--- src/rtl/smt_arb_pkg.sv ---
package smt_arb_pkg;
    typedef enum logic [2:0] {
        TS_IDLE    = 3'd0,
        TS_RUNNING = 3'd1,
        TS_FTRAP   = 3'd2,
        TS_TRAP    = 3'd3,
        TS_SQUASH  = 3'd4
    } thr_state_e;

    typedef enum logic [1:0] {
        POL_ROTATE = 2'd0,
        POL_OLDEST = 2'd1,
        POL_AGGR   = 2'd2
    } policy_e;

    function automatic logic state_can_retire(input logic [2:0] st);
        return (st == TS_IDLE) || (st == TS_RUNNING) || (st == TS_FTRAP);
    endfunction
endpackage

--- src/rtl/arb_elig.sv ---
module arb_elig #(
    parameter int NUM_THR = 4
) (
    input  logic [3*NUM_THR-1:0] thr_state,
    input  logic [NUM_THR-1:0]   rob_nonempty,
    input  logic [NUM_THR-1:0]   head_ready,
    output logic [NUM_THR-1:0]   elig
);
    import smt_arb_pkg::*;

    for (genvar t = 0; t < NUM_THR; t++) begin : g_thr
        assign elig[t] = state_can_retire(thr_state[3*t +: 3])
                         && rob_nonempty[t] && head_ready[t];
    end
endmodule

--- src/rtl/arb_rotate.sv ---
module arb_rotate #(
    parameter int NUM_THR = 4,
    parameter int ID_W    = 2
) (
    input  logic               clk,
    input  logic               rst_n,
    input  logic [NUM_THR-1:0] elig,
    input  logic               take,
    output logic               pick_valid,
    output logic [ID_W-1:0]    pick_id
);
    typedef struct packed {
        logic [NUM_THR-1:0][ID_W-1:0] order;
    } rot_st_t;

    rot_st_t st_d, st_q;

    always_comb begin
        int hit_pos;
        logic hit;
        hit     = 1'b0;
        hit_pos = 0;
        for (int p = 0; p < NUM_THR; p++) begin
            if (!hit && elig[st_q.order[p]]) begin
                hit     = 1'b1;
                hit_pos = p;
            end
        end
        pick_valid = hit;
        pick_id    = hit ? st_q.order[hit_pos] : '0;

        st_d = st_q;
        if (take && hit) begin
            for (int p = 0; p < NUM_THR - 1; p++) begin
                if (p >= hit_pos) st_d.order[p] = st_q.order[p+1];
            end
            st_d.order[NUM_THR-1] = st_q.order[hit_pos];
        end
    end

    always_ff @(posedge clk or negedge rst_n) begin
        if (!rst_n) begin
            for (int p = 0; p < NUM_THR; p++) st_q.order[p] <= ID_W'(p);
        end else begin
            st_q <= st_d;
        end
    end

    // order list stays a permutation of thread ids
    logic [NUM_THR-1:0] seen_ids;
    always_comb begin
        seen_ids = '0;
        for (int p = 0; p < NUM_THR; p++) seen_ids[st_q.order[p]] = 1'b1;
    end

    always @(posedge clk) begin
        if (rst_n) a_r4_order_is_perm: assert ($countones(seen_ids) == NUM_THR);
    end

    a_r3_pick_is_eligible: assert property (@(posedge clk) disable iff (!rst_n)
        pick_valid |-> elig[pick_id]);

    a_r4_granted_to_tail: assert property (@(posedge clk) disable iff (!rst_n)
        (take && pick_valid) |=> (st_q.order[NUM_THR-1] == $past(pick_id)));

    a_r5_order_holds: assert property (@(posedge clk) disable iff (!rst_n)
        !(take && pick_valid) |=> $stable(st_q.order));
endmodule

--- src/rtl/arb_oldest.sv ---
module arb_oldest #(
    parameter int NUM_THR = 4,
    parameter int SEQ_W   = 8,
    parameter int ID_W    = 2
) (
    input  logic                     clk,
    input  logic                     rst_n,
    input  logic [NUM_THR-1:0]       elig,
    input  logic [SEQ_W*NUM_THR-1:0] head_seq,
    output logic                     pick_valid,
    output logic [ID_W-1:0]          pick_id
);
    logic [SEQ_W-1:0] seq_arr [NUM_THR];

    for (genvar t = 0; t < NUM_THR; t++) begin : g_unpack
        assign seq_arr[t] = head_seq[SEQ_W*t +: SEQ_W];
    end

    always_comb begin
        logic [SEQ_W-1:0] best_seq;
        best_seq   = '0;
        pick_valid = 1'b0;
        pick_id    = '0;
        for (int t = 0; t < NUM_THR; t++) begin
            if (elig[t] && (!pick_valid || seq_arr[t] < best_seq)) begin
                pick_valid = 1'b1;
                pick_id    = ID_W'(t);
                best_seq   = seq_arr[t];
            end
        end
    end

    always @(posedge clk) begin
        if (rst_n && pick_valid) begin
            for (int t = 0; t < NUM_THR; t++) begin
                if (elig[t]) begin
                    a_r7_none_older: assert (seq_arr[pick_id] <= seq_arr[t]);
                    a_r8_tie_low_id: assert (seq_arr[t] != seq_arr[pick_id]
                                             || t >= int'(pick_id));
                end
            end
        end
    end
endmodule

--- src/rtl/smt_commit_arb.sv ---
module smt_commit_arb #(
    parameter int NUM_THR = 4,
    parameter int SEQ_W   = 8,
    localparam int ID_W   = (NUM_THR > 1) ? $clog2(NUM_THR) : 1
) (
    input  logic                     clk,
    input  logic                     rst_n,
    input  logic [1:0]               policy,
    input  logic [3*NUM_THR-1:0]     thr_state,
    input  logic [NUM_THR-1:0]       rob_nonempty,
    input  logic [NUM_THR-1:0]       head_ready,
    input  logic [SEQ_W*NUM_THR-1:0] head_seq,
    input  logic                     grant_take,
    output logic                     grant_valid,
    output logic [ID_W-1:0]          grant_id
);
    import smt_arb_pkg::*;

    if (NUM_THR == 1) begin : g_single
        assign grant_valid = state_can_retire(thr_state[2:0]);
        assign grant_id    = '0;

        a_r10_single_status: assert property (@(posedge clk) disable iff (!rst_n)
            grant_valid == (thr_state[2:0] <= 3'd2));
    end else begin : g_multi
        logic [NUM_THR-1:0] elig;
        logic               rot_valid, old_valid;
        logic [ID_W-1:0]    rot_id, old_id;
        logic               use_rot;

        assign use_rot = (policy == POL_ROTATE);

        arb_elig #(.NUM_THR(NUM_THR)) i_elig (
            .thr_state    (thr_state),
            .rob_nonempty (rob_nonempty),
            .head_ready   (head_ready),
            .elig         (elig)
        );

        arb_rotate #(.NUM_THR(NUM_THR), .ID_W(ID_W)) i_rotate (
            .clk        (clk),
            .rst_n      (rst_n),
            .elig       (elig),
            .take       (grant_take && use_rot),
            .pick_valid (rot_valid),
            .pick_id    (rot_id)
        );

        arb_oldest #(.NUM_THR(NUM_THR), .SEQ_W(SEQ_W), .ID_W(ID_W)) i_oldest (
            .clk        (clk),
            .rst_n      (rst_n),
            .elig       (elig),
            .head_seq   (head_seq),
            .pick_valid (old_valid),
            .pick_id    (old_id)
        );

        assign grant_valid = use_rot ? rot_valid : old_valid;
        assign grant_id    = use_rot ? rot_id    : old_id;

        a_r1_grant_qualifies: assert property (@(posedge clk) disable iff (!rst_n)
            grant_valid |-> (thr_state[3*grant_id +: 3] <= 3'd2
                             && rob_nonempty[grant_id] && head_ready[grant_id]));

        a_r2_none_when_idle: assert property (@(posedge clk) disable iff (!rst_n)
            (((rob_nonempty & head_ready) == '0) |-> (!grant_valid && grant_id == '0)));
    end
endmodule

--- config.mk ---
export PLATFORM = sky130hd
export DESIGN_NAME = smt_commit_arb
export DESIGN_NICKNAME = d
export VERILOG_FILES = /design/src/rtl/smt_arb_pkg.sv /design/src/rtl/arb_elig.sv /design/src/rtl/arb_rotate.sv /design/src/rtl/arb_oldest.sv /design/src/rtl/smt_commit_arb.sv
export SDC_FILE = /design/constraint.sdc
export NUM_CORES = 1
export LEC_CHECK = 0
export BUFFER_PORTS_ARGS = -buffer_cell sky130_fd_sc_hd__clkbuf_2
export CAP_MARGIN = 5
export CELL_PAD_IN_SITES_DETAIL_PLACEMENT = 2
export CELL_PAD_IN_SITES_GLOBAL_PLACEMENT = 2
export CORE_MARGIN = 10
export CORE_UTILIZATION = 28
export CTS_BUF_LIST = sky130_fd_sc_hd__clkbuf_8
export DETAILED_ROUTE_END_ITERATION = 8
export GPL_TIMING_DRIVEN = 0
export PLACE_DENSITY_LB_ADDON = 0.1
export SLEW_MARGIN = 20
export SYNTH_ARGS = -nofsm -noshare
export SYNTH_HDL_FRONTEND = slang
export SYNTH_SLANG_ARGS = --single-unit
--- constraint.sdc ---
create_clock -name clk -period 7 [get_ports clk]
set_input_delay 1.05 -clock clk [delete_from_list [all_inputs] [get_ports clk]]
set_output_delay 1.05 -clock clk [all_outputs]
set_load 0.03 [all_outputs]
==> results.txt, run 1 <==
GRT Total Usage: 0.130
Hold Vio Cnt, Final: 0
Clk Latency, worst-skew pair: 230 ps
Routed WL: 6760 µm
failing checks: negative setup slack
max reg flops: 8
critical path class: in2out
Final #Nets: 352
grt ovf: 0
synth warn: 0
Worst Path Arrival: 6050 ps
top fanout value on the critical path: 8
biggest regs: g_multi.i_rotate.st_q (8)
Syn Inst Count: 187
Synth top area share: 0.168
antenna cells: 0
clock transition at the registers of the reported paths: 40 ps
first-pass GRT wire length: 9690 µm
async set-reset flop share out of synthesis: 1.00
status: finished, violations left
required time worst endpoint: 5950 ps
Finish-stage setup viols: 2
layout cells sized above 1: 0.593
Largest Register: g_multi.i_rotate.st_q
ys flop type: dfstp_2
Post-CTS Hold Fix Bufs: 0
Slew headroom: 0.604
initial core utilization: 0.286
1st-pass router iterations: 4
max-slew violations: 0
RSZ-0062 raised after global routing: yes
largest area contributor in the netlist: ha_1
mean area per synthesized cell: 8.38 µm²
largest net degree at the start of global routing: 11
wire per inst: 19.6 µm
# clock sinks: 8
worst vdd ir: 0.133 mV
DRC viols: 0
via/cell ratio: 5.32
post-synthesis sequential area ratio: 0.131
Tot Pwr: 0.259 mW
fill cell count: 627
Final period util: 1.01
overall die height: 94.8 µm
die area: 0.00899 mm²
htree depth: 1
Vias: 1834
largest cells by area after synthesis: ha_1 17%, mux2_2 11%, a21oi_1 6.7%
startpoint types: input pin
IO Pins: 60
Post-synth EDFFs: 0
Die Wd: 94.8 µm
pwr dens: 103 mW/mm²
GP Congestion: 0.777
initial antenna violation count: 0
total CTS buffers: 3
first-iteration detailed-routing DRC count: 39
Routed Antenna Nets: 0
Slew @ Worst Pin: 594 ps
vias in the first global route: 2018
maxcap violations: 0
IO buf count: 59
syn_nets: 265
post-layout worst setup margin: -99.3 ps
Rows: 27
Fmax: 0.141 GHz
P&R area growth vs syn: 60.9%
CTS tree: done
min Tclk post-route: 7100 ps
Core Region: 0.00547 mm²
synth cell count leaders: 21 x a21oi_1, 21 x ha_1, 21 x nand2_1
Hold Crit Class: reg2reg
clock skew: 3.37 ps
Unique masters post-synth: 47
Post-Syn Area: 0.00157 mm²
Clock Tree Buf Depth: 2
Worst Setup End Kind: output port
hpwl dp: 4870 µm
synthesis-stage register bit count: 8
Finished Core Util: 0.461
root buf cell: clkbuf_8
static leakage: 1.06 nW
==> path summary, 6_finish.rpt <==
kind,endpoint,slack (ps),start,cells after the start
max in group asynchronous,g_multi.i_rotate.st_q[5],6110,rst_n,1
min in group asynchronous,g_multi.i_rotate.st_q[0],650,rst_n,1
worst min register to register,g_multi.i_rotate.st_q[0],570,g_multi.i_rotate.st_q[0],1
worst max-delay path,grant_id[0],-100,thr_state[2],28
worst min-delay path,g_multi.i_rotate.st_q[0],570,g_multi.i_rotate.st_q[0],1
worst max register to register,g_multi.i_rotate.st_q[7],4960,g_multi.i_rotate.st_q[5],5
==> area by class of cell <==
type	instances	area, µm²	area share
sequential	8	205	0.0814
timing repair buffer	82	494	0.196
buffer	4	37.5	0.0149
clock buffer	3	41.3	0.0164
clock inverter	1	3.75	0.00149
inverter	8	30.0	0.0119
multi-input combinational	167	1620	0.642
tap	72	90.1	0.0357
==> routing by layer <==
metal	vias up	share of wire	global-route usage
li1	898	-	-
met1	902	0.39	0.134
met2	27	0.57	0.273
met3	7	0.025	0.0143
met4	0	0.013	0.0187
met5	-	0	0
==> kinds of logic after synthesis <==
| family | Yosys count | synth area share |
|---|---|---|
| adders and majority gates | 21 | 0.168 |
| and+or+nand+nor | 65 | 0.214 |
| AOI/OAI and AO/OA | 58 | 0.260 |
| muxes | 23 | 0.191 |
| buffers and inverters | 12 | 0.0367 |
| DFF | 8 | 0.131 |
==> cell usage in the layout, fill, tap and decap left out, types with 4 or more instances in the layout <==
cell	Yosys	routed
ha_4	0	9
dfstp_2	4	4
a21oi_1	21	13
a31oi_2	0	4
clkbuf_2	0	56
nand3_1	6	5
o211ai_1	4	4
mux4_2	4	4
inv_1	8	9
nor2_1	11	9
ha_1	21	10
a21oi_2	0	7
dfrtp_1	4	4
mux2_2	15	13
nand2_2	0	4
buf_4	1	21
nand2_1	21	16
buf_6	1	8
mux2i_1	4	4
==> where the power goes <==
group | total (mW) | internal, mW | switching, mW | leakage (nW)
Combinational | 0.135 | 0.0681 | 0.0670 | 0.939
Clock | 0.0550 | 0.0379 | 0.0171 | 0.0269
Sequential | 0.0688 | 0.0566 | 0.0122 | 0.0970
==> what timing repair did <==
item	4_1_cts	5_1_grt
buffers inserted	11	11
gates resized for setup	25	48
cloned	0	1
setup endpoints to repair	2	2
pin swaps	12	23
==> per-stage QoR <==
stage	std cells	TNS (ps)	setup WS, ps	cell area, µm²	hold slack [ps]
2_1_floorplan	187	0	135	1570	503
3_3_place_gp	318	-1710	-858	1950	547
3_5_place_dp	318	-1950	-974	1950	555
4_1_cts	333	0	6.34	2180	562
5_1_grt	345	-658	-333	2520	576
6_report	345	-183	-99.3	2520	565
==> critical path, stage by stage <==
cell and delay, ps:
buf_6 90, nand3b_1 200, nor2_4 150, buf_6 160
nand2_4 60, ha_4 210, or3_4 400, o21ai_4 90
nor3_4 70, o21ai_2 240, buf_6 180, a21oi_1 90
a31oi_2 230, ha_2 270, a21oi_1 90, nand2_1 90
nand3_2 130, o21ai_4 260, buf_6 160, mux2_2 350
ha_1 200, a211o_1 310, nor2_1 100, nand4_1 160
a311oi_2 320, nor3_2 80, o211ai_1 120, buf_4 200
Note: power is estimated with default switching activity, not from simulation.
==> run 2: changes to the inputs <==
--- a/config.mk
+++ b/config.mk
@@ -14,7 +14,7 @@
 export CTS_BUF_LIST = sky130_fd_sc_hd__clkbuf_8
 export DETAILED_ROUTE_END_ITERATION = 8
 export GPL_TIMING_DRIVEN = 0
-export PLACE_DENSITY_LB_ADDON = 0.1
+export PLACE_DENSITY = 0.92
 export SLEW_MARGIN = 20
 export SYNTH_ARGS = -nofsm -noshare
 export SYNTH_HDL_FRONTEND = slang
==> run 2 against run 1 <==
Effect of this change:
- via count increased by 20%
- the flow still finishes with violations (negative setup slack)
- largest power group unchanged
- setup slack got worse by 380 ps
- flip-flop and latch count unchanged
==> results.txt, run 2 (synthesized netlist as in run 1, its figures left out) <==
status: finished, violations left
failing checks: negative setup slack
initial core utilization: 0.286 (unchanged)
max reg flops: 8 (unchanged)
Clock Tree Buf Depth: 2 (unchanged)
Sequential Area: 205 µm² (unchanged)
htree depth: 1 (unchanged)
Hold Crit Start: g_multi.i_rotate.st_q[0]
initial antenna violation count: 0 (unchanged)
GRT Total Usage: 0.220 (+0.0892)
Setup crit end: grant_id[1]
largest net degree at the start of global routing: 11 (unchanged)
cell count of the worst reg-to-reg path: 4 (-1)
total CTS buffers: 3 (unchanged)
crit path from: thr_state[2]
reg2reg start: g_multi.i_rotate.st_q[5]
Final #Nets: 371 (+5.4%)
Routed WL: 11900 µm (+76%)
max-slew violations: 0 (unchanged)
Finish-stage setup viols: 2 (unchanged)
top fanout value on the critical path: 4 (-4)
most common cell after layout, fill and taps aside: clkbuf_2
DRC viols: 0 (unchanged)
Post-DP Area: 0.00195 mm² (unchanged)
wire per inst: 32.6 µm (+66%)
GP Congestion: 0.873 (+12%)
required time worst endpoint: 5950 ps (about the same)
CTS tree: done
first-pass GRT wire length: 15000 µm (+55%)
Slew @ Worst Pin: 1210 ps (+616 ps)
Fmax: 0.134 GHz (-5.1%)
clock skew: 2.87 ps (-0.498 ps)
maxcap violations: 0 (unchanged)
pwr dens: 107 mW/mm² (+3.8%)
critical path class: in2out
die area: 0.00899 mm² (unchanged)
IO Pins: 60 (unchanged)
Die Wd: 94.8 µm (unchanged)
min Tclk post-route: 7480 ps (+380 ps)
Vias: 2203 (+20%)
root buf cell: clkbuf_8
grt ovf: 0 (unchanged)
first-iteration detailed-routing DRC count: 156 (+300%)
R2R setup slack: 4800 ps (-160 ps)
design area: 0.00297 mm² (+18%)
P&R area growth vs syn: 89.6%
1st-pass router iterations: 4 (unchanged)
Largest Register: g_multi.i_rotate.st_q
Post-CTS Hold Fix Bufs: 0 (unchanged)
Worst Setup End Kind: output port
Clk Latency, worst-skew pair: 230 ps (about the same)
via/cell ratio: 6.05 (+14%)
static leakage: 1.24 nW (+16%)
vias in the first global route: 2457 (+22%)
IO buf count: 59 (unchanged)
antenna cells: 0 (unchanged)
Rows: 27 (unchanged)
Worst R2R End: g_multi.i_rotate.st_q[7]
# clock sinks: 8 (unchanged)
Final period util: 1.07 (+0.0542)
post-layout worst setup margin: -479 ps (-380 ps)
Hold Vio Cnt, Final: 0 (unchanged)
RSZ-0062 raised after global routing: yes
worst vdd ir: 0.145 mV (+8.9%)
biggest regs: g_multi.i_rotate.st_q (8)
Hold Slack: 602 ps (+36.9 ps)
fill cell count: 554 (-12%)
startpoint types: input pin
Core Region: 0.00547 mm² (unchanged)
Hold Crit Class: reg2reg
Routed Antenna Nets: 0 (unchanged)
area occupied by multi-input gates: 0.00191 mm² (+18%)
clock transition at the registers of the reported paths: 40 ps (about the same)
Worst Path Arrival: 6430 ps (+380 ps)
hpwl dp: 5480 µm (+13%)
layout cells sized above 1: 0.682 (+0.0881)
commonest non-fill, non-tap cells in the layout: 56 x clkbuf_2, 37 x buf_4, 18 x ha_4, 12 x nand2_1
overall die height: 94.8 µm (unchanged)
Finished Core Util: 0.543 (+0.0821)
Slew headroom: 0.194 (-0.410)
## run 2: changes by cell type in the layout (fill, tap and decap cells not counted), moves of 4 or more
cell,change
buf_4,+16
a31oi_4,+5
nand2_1,-4
ha_4,+9
ha_1,-7
nand2_4,+5
## run 2: worst max-delay path, cell delays in order
cell and delay [ps]:
buf_6 90, nand3b_1 230, nor2_4 200, buf_6 150
nand2_2 110, ha_4 320, nand4_1 230, nor3_4 330
o21ai_4 110, buf_4 190, a21oi_2 230, a31oi_4 70
ha_4 250, nor4_4 340, a21boi_4 290, o21ai_4 130
buf_6 160, mux2_4 300, ha_4 240, a21o_1 210
a21oi_2 250, nand4_1 190, a311oi_2 330, nor3_2 100
o211ai_1 110, buf_4 190
## run 2: metrics by stage
stage               std cells  setup slack, ps  setup TNS (ps)  total power [mW]
floorplan                 187              135               0             0.131
global placement          318             -932           -1840             0.168
detailed placement        318            -1200           -2370             0.178
CTS                       355            -56.6           -56.6             0.272
global route              364             -586           -1160             0.329
finish                    364             -479            -954             0.317
## run 2: repair_timing
item / in CTS / in global routing
cloned: 1 / 0
pin swaps: 28 / 21
gates resized for setup: 83 / 38
setup endpoints to repair: 2 / 2
setup buffers: 32 / 10
## run 2: worst min path at each step
stage,endpoint,slack [ps],depth (start not counted)
after detailed placement,g_multi.i_rotate.st_q[0],560,1
after CTS,g_multi.i_rotate.st_q[0],570,1
final,g_multi.i_rotate.st_q[0],600,1
after floorplan,g_multi.i_rotate.st_q[0],500,1
after global routing,g_multi.i_rotate.st_q[0],620,1
after global placement,g_multi.i_rotate.st_q[0],550,1
## run 2: layer usage
layer / up-vias / track usage / routed length [µm]
met3: 42 / 0.0436 / 749
met4: 0 / 0.116 / 662
met5: - / 0 / 0
met1: 1099 / 0.223 / 4470
met2: 128 / 0.412 / 5990
li1: 934 / - / -
## run 2: layout make-up
type | instances | share of cell area
buffer | 4 | 0.0139
clock buffer | 3 | 0.0139
clock inverter | 1 | 0.00126
inverter | 8 | 0.0101
multi-input combinational | 167 | 0.642
sequential | 8 | 0.0691
tap | 72 | 0.0303
timing repair buffer | 101 | 0.219
## run 2: power by group
group | switching, mW | leakage, nW | internal, mW
clock network | 0.0200 | 0.0269 | 0.0381
logic | 0.101 | 1.11 | 0.0867
registers | 0.0141 | 0.0970 | 0.0566
total | 0.135 | 1.24 | 0.181
